<file path="src/rtl/irq_vec_pkg.sv">
package irq_vec_pkg;

  // Byte address width of the register port and position of the word select.
  localparam int unsigned REG_ADDR_W = 5;
  localparam int unsigned SEL_LSB    = 2;
  localparam int unsigned SEL_W      = 3;

  // Word index of each register; the index times four is the byte offset.
  typedef enum logic [SEL_W-1:0] {
    SEL_STATUS = 3'd0,
    SEL_PEND   = 3'd1,
    SEL_ENABLE = 3'd2,
    SEL_ACK    = 3'd3,
    SEL_ENSET  = 3'd4,
    SEL_ENCLR  = 3'd5,
    SEL_VECTOR = 3'd6,
    SEL_MASTER = 3'd7
  } reg_sel_e;

  // Bit positions inside the master register.
  localparam int unsigned MST_ON_BIT  = 0;
  localparam int unsigned MST_OUT_BIT = 1;
  localparam int unsigned MST_W       = 2;

endpackage

</file>
<file path="src/rtl/irq_rst_sync.sv">
module irq_rst_sync #(
  parameter int unsigned STAGES = 2
) (
  input  logic clk,
  input  logic rst_async_n,
  output logic rst_sync_n
);

  logic [STAGES-1:0] chain_q;
  logic [STAGES-1:0] chain_d;

  always_comb begin
    chain_d = {chain_q[STAGES-2:0], 1'b1};
  end

  always_ff @(posedge clk or negedge rst_async_n) begin
    if (!rst_async_n) begin
      chain_q <= '0;
    end else begin
      chain_q <= chain_d;
    end
  end

  assign rst_sync_n = chain_q[STAGES-1];

endmodule

</file>
<file path="src/rtl/irq_src_sense.sv">
module irq_src_sense #(
  parameter int unsigned N_SRC     = 32,
  parameter int unsigned KIND_W    = 32,
  parameter logic [KIND_W-1:0] EDGE_KIND = '0
) (
  input  logic             clk,
  input  logic             rst_n,
  input  logic [N_SRC-1:0] req_now,
  input  logic [N_SRC-1:0] req_prev,
  input  logic [N_SRC-1:0] ack_bits,
  output logic [N_SRC-1:0] status_q
);

  localparam logic [N_SRC-1:0] EDGE_MASK = EDGE_KIND[N_SRC-1:0];

  logic [N_SRC-1:0] status_d;
  logic             status_ce;
  logic             unused_prev;

  // Level lines never look at the registered copy of their input.
  assign unused_prev = ^(req_prev & ~EDGE_MASK);

  for (genvar g = 0; g < N_SRC; g++) begin : g_src
    if (EDGE_MASK[g]) begin : g_edge
      logic rise;
      assign rise        = req_now[g] & ~req_prev[g];
      // A fresh edge wins over an acknowledge in the same cycle.
      assign status_d[g] = (status_q[g] & ~ack_bits[g]) | rise;
    end else begin : g_level
      // Acknowledge wins; a still-high input sets the bit again next edge.
      assign status_d[g] = (status_q[g] | req_now[g]) & ~ack_bits[g];
    end
  end

  assign status_ce = (status_d != status_q);

  always_ff @(posedge clk or negedge rst_n) begin
    if (!rst_n) begin
      status_q <= '0;
    end else if (status_ce) begin
      status_q <= status_d;
    end
  end

endmodule

</file>
<file path="src/rtl/irq_lowest_enc.sv">
module irq_lowest_enc #(
  parameter int unsigned N_REQ = 32,
  localparam int unsigned IDX_W = (N_REQ > 1) ? $clog2(N_REQ) : 1
) (
  input  logic [N_REQ-1:0] req,
  output logic             found,
  output logic [IDX_W-1:0] idx
);

  // Scan from the top down so the lowest set bit is the last one taken.
  always_comb begin
    found = 1'b0;
    idx   = '0;
    for (int i = N_REQ - 1; i >= 0; i--) begin
      if (req[i]) begin
        found = 1'b1;
        idx   = IDX_W'(i);
      end
    end
  end

endmodule

</file>
<file path="src/rtl/irq_vec_ctrl.sv">
module irq_vec_ctrl
  import irq_vec_pkg::*;
#(
  parameter int unsigned DATA_W    = 32,
  parameter int unsigned N_SRC     = 32,
  parameter logic [DATA_W-1:0] EDGE_KIND = '0
) (
  input  logic                  clk,
  input  logic                  rst_n,
  input  logic [REG_ADDR_W-1:0] bus_addr,
  input  logic                  bus_we,
  input  logic [DATA_W-1:0]     bus_wdata,
  output logic [DATA_W-1:0]     bus_rdata,
  input  logic [N_SRC-1:0]      irq_in,
  output logic                  irq_out
);

  localparam int unsigned IDX_W = (N_SRC > 1) ? $clog2(N_SRC) : 1;

  // ---------------------------------------------------------------- reset
  logic rst_core_n;

  irq_rst_sync #(.STAGES(2)) u_rst (
    .clk         (clk),
    .rst_async_n (rst_n),
    .rst_sync_n  (rst_core_n)
  );

  // --------------------------------------------------------------- decode
  reg_sel_e         sel;
  logic             wr_enable, wr_enset, wr_enclr, wr_ack, wr_master;
  logic [N_SRC-1:0] wbits;
  logic             unused_bus;

  assign sel        = reg_sel_e'(bus_addr[SEL_LSB +: SEL_W]);
  assign wbits      = bus_wdata[N_SRC-1:0];
  assign unused_bus = ^{bus_addr[SEL_LSB-1:0], bus_wdata};

  always_comb begin
    wr_enable = 1'b0;
    wr_enset  = 1'b0;
    wr_enclr  = 1'b0;
    wr_ack    = 1'b0;
    wr_master = 1'b0;
    if (bus_we) begin
      unique case (sel)
        SEL_ENABLE: wr_enable = 1'b1;
        SEL_ENSET:  wr_enset  = 1'b1;
        SEL_ENCLR:  wr_enclr  = 1'b1;
        SEL_ACK:    wr_ack    = 1'b1;
        SEL_MASTER: wr_master = 1'b1;
        default:    ;
      endcase
    end
  end

  // ------------------------------------------------- input history register
  logic [N_SRC-1:0] in_q;

  always_ff @(posedge clk or negedge rst_core_n) begin
    if (!rst_core_n) begin
      in_q <= '0;
    end else begin
      in_q <= irq_in;
    end
  end

  // --------------------------------------------------------------- status
  logic [N_SRC-1:0] ack_bits;
  logic [N_SRC-1:0] status_q;

  assign ack_bits = wr_ack ? wbits : '0;

  irq_src_sense #(
    .N_SRC     (N_SRC),
    .KIND_W    (DATA_W),
    .EDGE_KIND (EDGE_KIND)
  ) u_sense (
    .clk      (clk),
    .rst_n    (rst_core_n),
    .req_now  (irq_in),
    .req_prev (in_q),
    .ack_bits (ack_bits),
    .status_q (status_q)
  );

  // --------------------------------------------------------------- enable
  logic [N_SRC-1:0] enable_q;
  logic [N_SRC-1:0] enable_d;
  logic             enable_ce;

  assign enable_ce = wr_enable | wr_enset | wr_enclr;

  always_comb begin
    enable_d = enable_q;
    if (wr_enable) begin
      enable_d = wbits;
    end else if (wr_enset) begin
      enable_d = enable_q | wbits;
    end else if (wr_enclr) begin
      enable_d = enable_q & ~wbits;
    end
  end

  always_ff @(posedge clk or negedge rst_core_n) begin
    if (!rst_core_n) begin
      enable_q <= '0;
    end else if (enable_ce) begin
      enable_q <= enable_d;
    end
  end

  // --------------------------------------------------------------- master
  logic [MST_W-1:0] master_q;
  logic [MST_W-1:0] master_d;

  assign master_d = bus_wdata[MST_W-1:0];

  always_ff @(posedge clk or negedge rst_core_n) begin
    if (!rst_core_n) begin
      master_q <= '0;
    end else if (wr_master) begin
      master_q <= master_d;
    end
  end

  // ------------------------------------------------------ pending, vector
  logic [N_SRC-1:0] pend;
  logic             vec_found;
  logic [IDX_W-1:0] vec_idx;

  assign pend = status_q & enable_q;

  irq_lowest_enc #(.N_REQ(N_SRC)) u_enc (
    .req   (pend),
    .found (vec_found),
    .idx   (vec_idx)
  );

  assign irq_out = (|pend) & master_q[MST_ON_BIT] & master_q[MST_OUT_BIT];

  // ----------------------------------------------------------- read mux
  always_comb begin
    bus_rdata = '0;
    unique case (sel)
      SEL_STATUS: bus_rdata[N_SRC-1:0] = status_q;
      SEL_PEND:   bus_rdata[N_SRC-1:0] = pend;
      SEL_ENABLE: bus_rdata[N_SRC-1:0] = enable_q;
      SEL_VECTOR: bus_rdata = vec_found ? DATA_W'(vec_idx) : '1;
      SEL_MASTER: bus_rdata[MST_W-1:0] = master_q;
      default:    bus_rdata = '0;
    endcase
  end

endmodule

</file>
<file path="config.mk">
export PLATFORM = sky130hd
export DESIGN_NAME = irq_vec_ctrl
export DESIGN_NICKNAME = d
export VERILOG_FILES = /design/src/rtl/irq_vec_pkg.sv /design/src/rtl/irq_rst_sync.sv /design/src/rtl/irq_src_sense.sv /design/src/rtl/irq_lowest_enc.sv /design/src/rtl/irq_vec_ctrl.sv
export SDC_FILE = /design/constraint.sdc
export NUM_CORES = 1
export LEC_CHECK = 0
export BUFFER_PORTS_ARGS = -buffer_cell sky130_fd_sc_hd__buf_4
export CAP_MARGIN = 20
export CORE_UTILIZATION = 35
export DETAILED_ROUTE_END_ITERATION = 12
export MAX_ROUTING_LAYER = met4
export SLEW_MARGIN = 40
export SYNTH_ARGS = -nofsm -noshare
export SYNTH_HDL_FRONTEND = slang
export SYNTH_SLANG_ARGS = --single-unit
</file>
<file path="constraint.sdc">
create_clock -name clk -period 4.6 [get_ports clk]
set_input_delay 0.92 -clock clk [delete_from_list [all_inputs] [get_ports clk]]
set_output_delay 0.92 -clock clk [all_outputs]
set_load 0.05 [all_outputs]
</file>
==> flow_summary.toml <==
[run_status]
status = "complete, no violations"

[cells_and_area]
drive_gt1_frac = 0.250
stdcell_count = 693
diodes = 0
fin_area_um2 = 5240
area_growth_pct = 30.5
nNetsFinal = 620
final_core_util = 0.477

[global_routing]
overflow = 0
antenna_found_initial = 0
grt_max_degree = 67
grt_pass1_vias = 3939
grt_usage = 0.232
grt_pass1_wl_mm = 20.3

[die]
initial_utilization = 0.365
die_w_um = 109
pin_count = 105
core_area_um2 = 11000
rows = 38
die_h_um = 109
die-area_um2 = 11900

[yosys]
ys_seq_area_frac = 0.424
synth_top_area_cell = "dfrtp_1"
synthTopCellsByArea = "dfrtp_1 (42%), a21oi_1 (8.5%), a22o_1 (7.2%), a32oi_1 (6.3%), nor2_1 (6.2%)"
synth_cells = 458
synth.cell_area_um2 = 4010
synth_top_area_frac = 0.424
synth_edf_count = 0
synthFlopType = "dfrtp_1"
netlist-cell-type-count = 48
synth_seq_cells = 68
syn_area_per_cell_um2 = 8.76
async_reset_ff_frac = 1.00
syn-num-nets = 530
yosys_warnings = 0

[detailed_routing]
via_per_inst = 5.88
ant_nets = 0
num_vias = 4073
dr.pass1.iters = 5
first_iter_violations = 332
drcViolationCount = 0
met1Wirelength_mm = 5.92
wl_met3_um = 791
finalWirelength_mm = 12.6
topRoutingLayerUsed = "met4"
avgRoutedWirePerCell_um = 18.2
dr_wl_met2_mm = 5.68

[sta]
rsz0062_at_grt = "false"
hold_viol_final = 0
worstMarginPinSlew_ns = 0.831
fmax_mhz = 247
maxSlewViolCount = 0
skew_ns = 0.00688
layout_setup_ws_ns = 0.558
maxSlewHeadroom = 0.446
tns_ns = 0
setup_violations = 0
post-route-min-period_ns = 4.04
period_share = 0.879

[cts]
cts_hold_buf = 0
cts-root-buf = "clkbuf_16"
cts_tree = "done"
cts.sinks = 68
clockBufferDepth = 2
cts_setup_buffers = 0
cts_resized = 0
clkSlewWorstSetupHoldPaths_ns = 0.06
cts_made_buffers = 9
htree_levels = 3
worstSkewPairLatency_ns = 0.34

[place]
dpl-instance-area_um2 = 4880
port_buffers = 102
dp_cells = 677
pre_cts_slack_ns = 0.629
place_congestion = 0.787
dp_hpwl_mm = 8.41

[critical_path]
path_class = "in2out"
crit_required_ns = 3.68
worstSetupStartpointType = "input pin"
cp_max_fo = 37
reg2reg_from = "u_rst.chain_q[1]"
cp.arrival_ns = 3.12
crit_path_end_kind = "output pin"
cp-startpoint = "bus_addr[2]"
r2r_slack_ns = 3.79

[power_and_ir_drop]
leakagePower_nw = 2.21
power_density_nw_per_um2 = 416
vdd_drop_max_v = 0.000207

[hold_path]
min_path_type = "in2async"

[run]
maxCapViolCount = 0
[area by class of cell]
| type | count | area, um^2 |
|---|---|---|
| clock buffers | 12 | 256 |
| well taps | 140 | 175 |
| flip-flops and latches | 68 | 1700 |
| multi-input cells | 355 | 2160 |
| fillers | 1043 | 5750 |
| repair buffers | 111 | 837 |
| inverters | 3 | 11.3 |
| clock inverters | 4 | 95.1 |
[final timing paths]
path / endpoint / cells past startpoint
setup reg to reg: u_sense.status_q[18] / 1
hold / removal: u_rst.chain_q[1] / 1
hold reg to reg: u_rst.chain_q[1] / 0
max in group asynchronous: u_sense.status_q[18] / 1
setup / recovery: bus_rdata[6] / 8
min in group clk: u_rst.chain_q[1] / 0
[where the power goes]
group / switching [W] / internal [W]
clock: 0.000259 / 0.000558
combinational: 0.000329 / 0.000253
sequential: 0.000101 / 0.000675
total: 0.000690 / 0.00149
[placed cells by master, fill, tap and decap left out, types with 2 or more instances in the layout]
master	n
buf_4	110
a21oi_1	68
dfrtp_1	67
nor2_1	65
a22o_1	33
nand2b_1	30
a32oi_1	29
o21ai_0	27
nand2_1	25
a22oi_1	17
clkbuf_16	9
nand4_1	5
a32o_1	5
o21ai_2	4
a31oi_1	4
inv_1	3
o21ai_1	3
bufinv_16	3
a222oi_1	2
a221oi_1	2
and2_1	2
o2111ai_1	2
nand3b_1	2
nor2b_1	2
o211ai_1	2
o22ai_1	2
mux2_2	2
clkbuf_8	2
[per-stage QoR]
stage / total power [W] / hold WS, ns
after CTS: 0.00219 / 0.343
after global routing: 0.00228 / 0.344
after detailed placement: 0.00136 / 0.338
after global placement: 0.00135 / 0.338
final: 0.00218 / 0.348
after floorplan: 0.00116 / 0.331
[cells in the mapped netlist, types with 2 or more instances]
| cell | instances |
|---|---|
| buf_2 | 5 |
| a32o_1 | 5 |
| nand2b_1 | 30 |
| a31oi_1 | 4 |
| o21ai_2 | 4 |
| nor2_1 | 66 |
| mux2_2 | 2 |
| a22o_1 | 33 |
| o2111ai_1 | 2 |
| a22oi_1 | 17 |
| a21oi_1 | 68 |
| dfrtp_1 | 68 |
| nand4_1 | 5 |
| a32oi_1 | 29 |
| a222oi_1 | 2 |
| o21ai_0 | 27 |
| o21ai_1 | 3 |
| nor2b_1 | 3 |
| a221oi_1 | 2 |
| nand2_1 | 25 |
| and2_1 | 2 |
| nand3b_1 | 2 |
| o211ai_1 | 2 |
| inv_1 | 3 |
| buf_6 | 3 |
| clkbuf_1 | 23 |
| o22ai_1 | 2 |
[per-layer routing]
layer	GRT usage	vias to the layer above
li1	-	1928
met1	0.319	1963
met2	0.345	159
met3	0.0365	23
met4	0.0820	0
met5	-	-
[worst max-delay path, cell delays in order]
cell     delay, ns
buf_4         0.25
and3b_1       0.28
nand4_1       0.13
or2_1         0.27
or4_1         0.56
buf_4         0.28
o21ai_0       0.15
buf_4         0.26
[cell families after synthesis]
| kind of cell | Yosys count | synth area share |
|---|---|---|
| multiplexers | 3 | 0.00811 |
| AND/OR/NAND/NOR | 142 | 0.167 |
| flip-flops | 68 | 0.424 |
| AO/OA/AOI/OAI | 209 | 0.357 |
| other | 1 | 0.000935 |
| buffers and inverters | 35 | 0.0427 |
No activity file was read; power rests on OpenSTA's default activity.
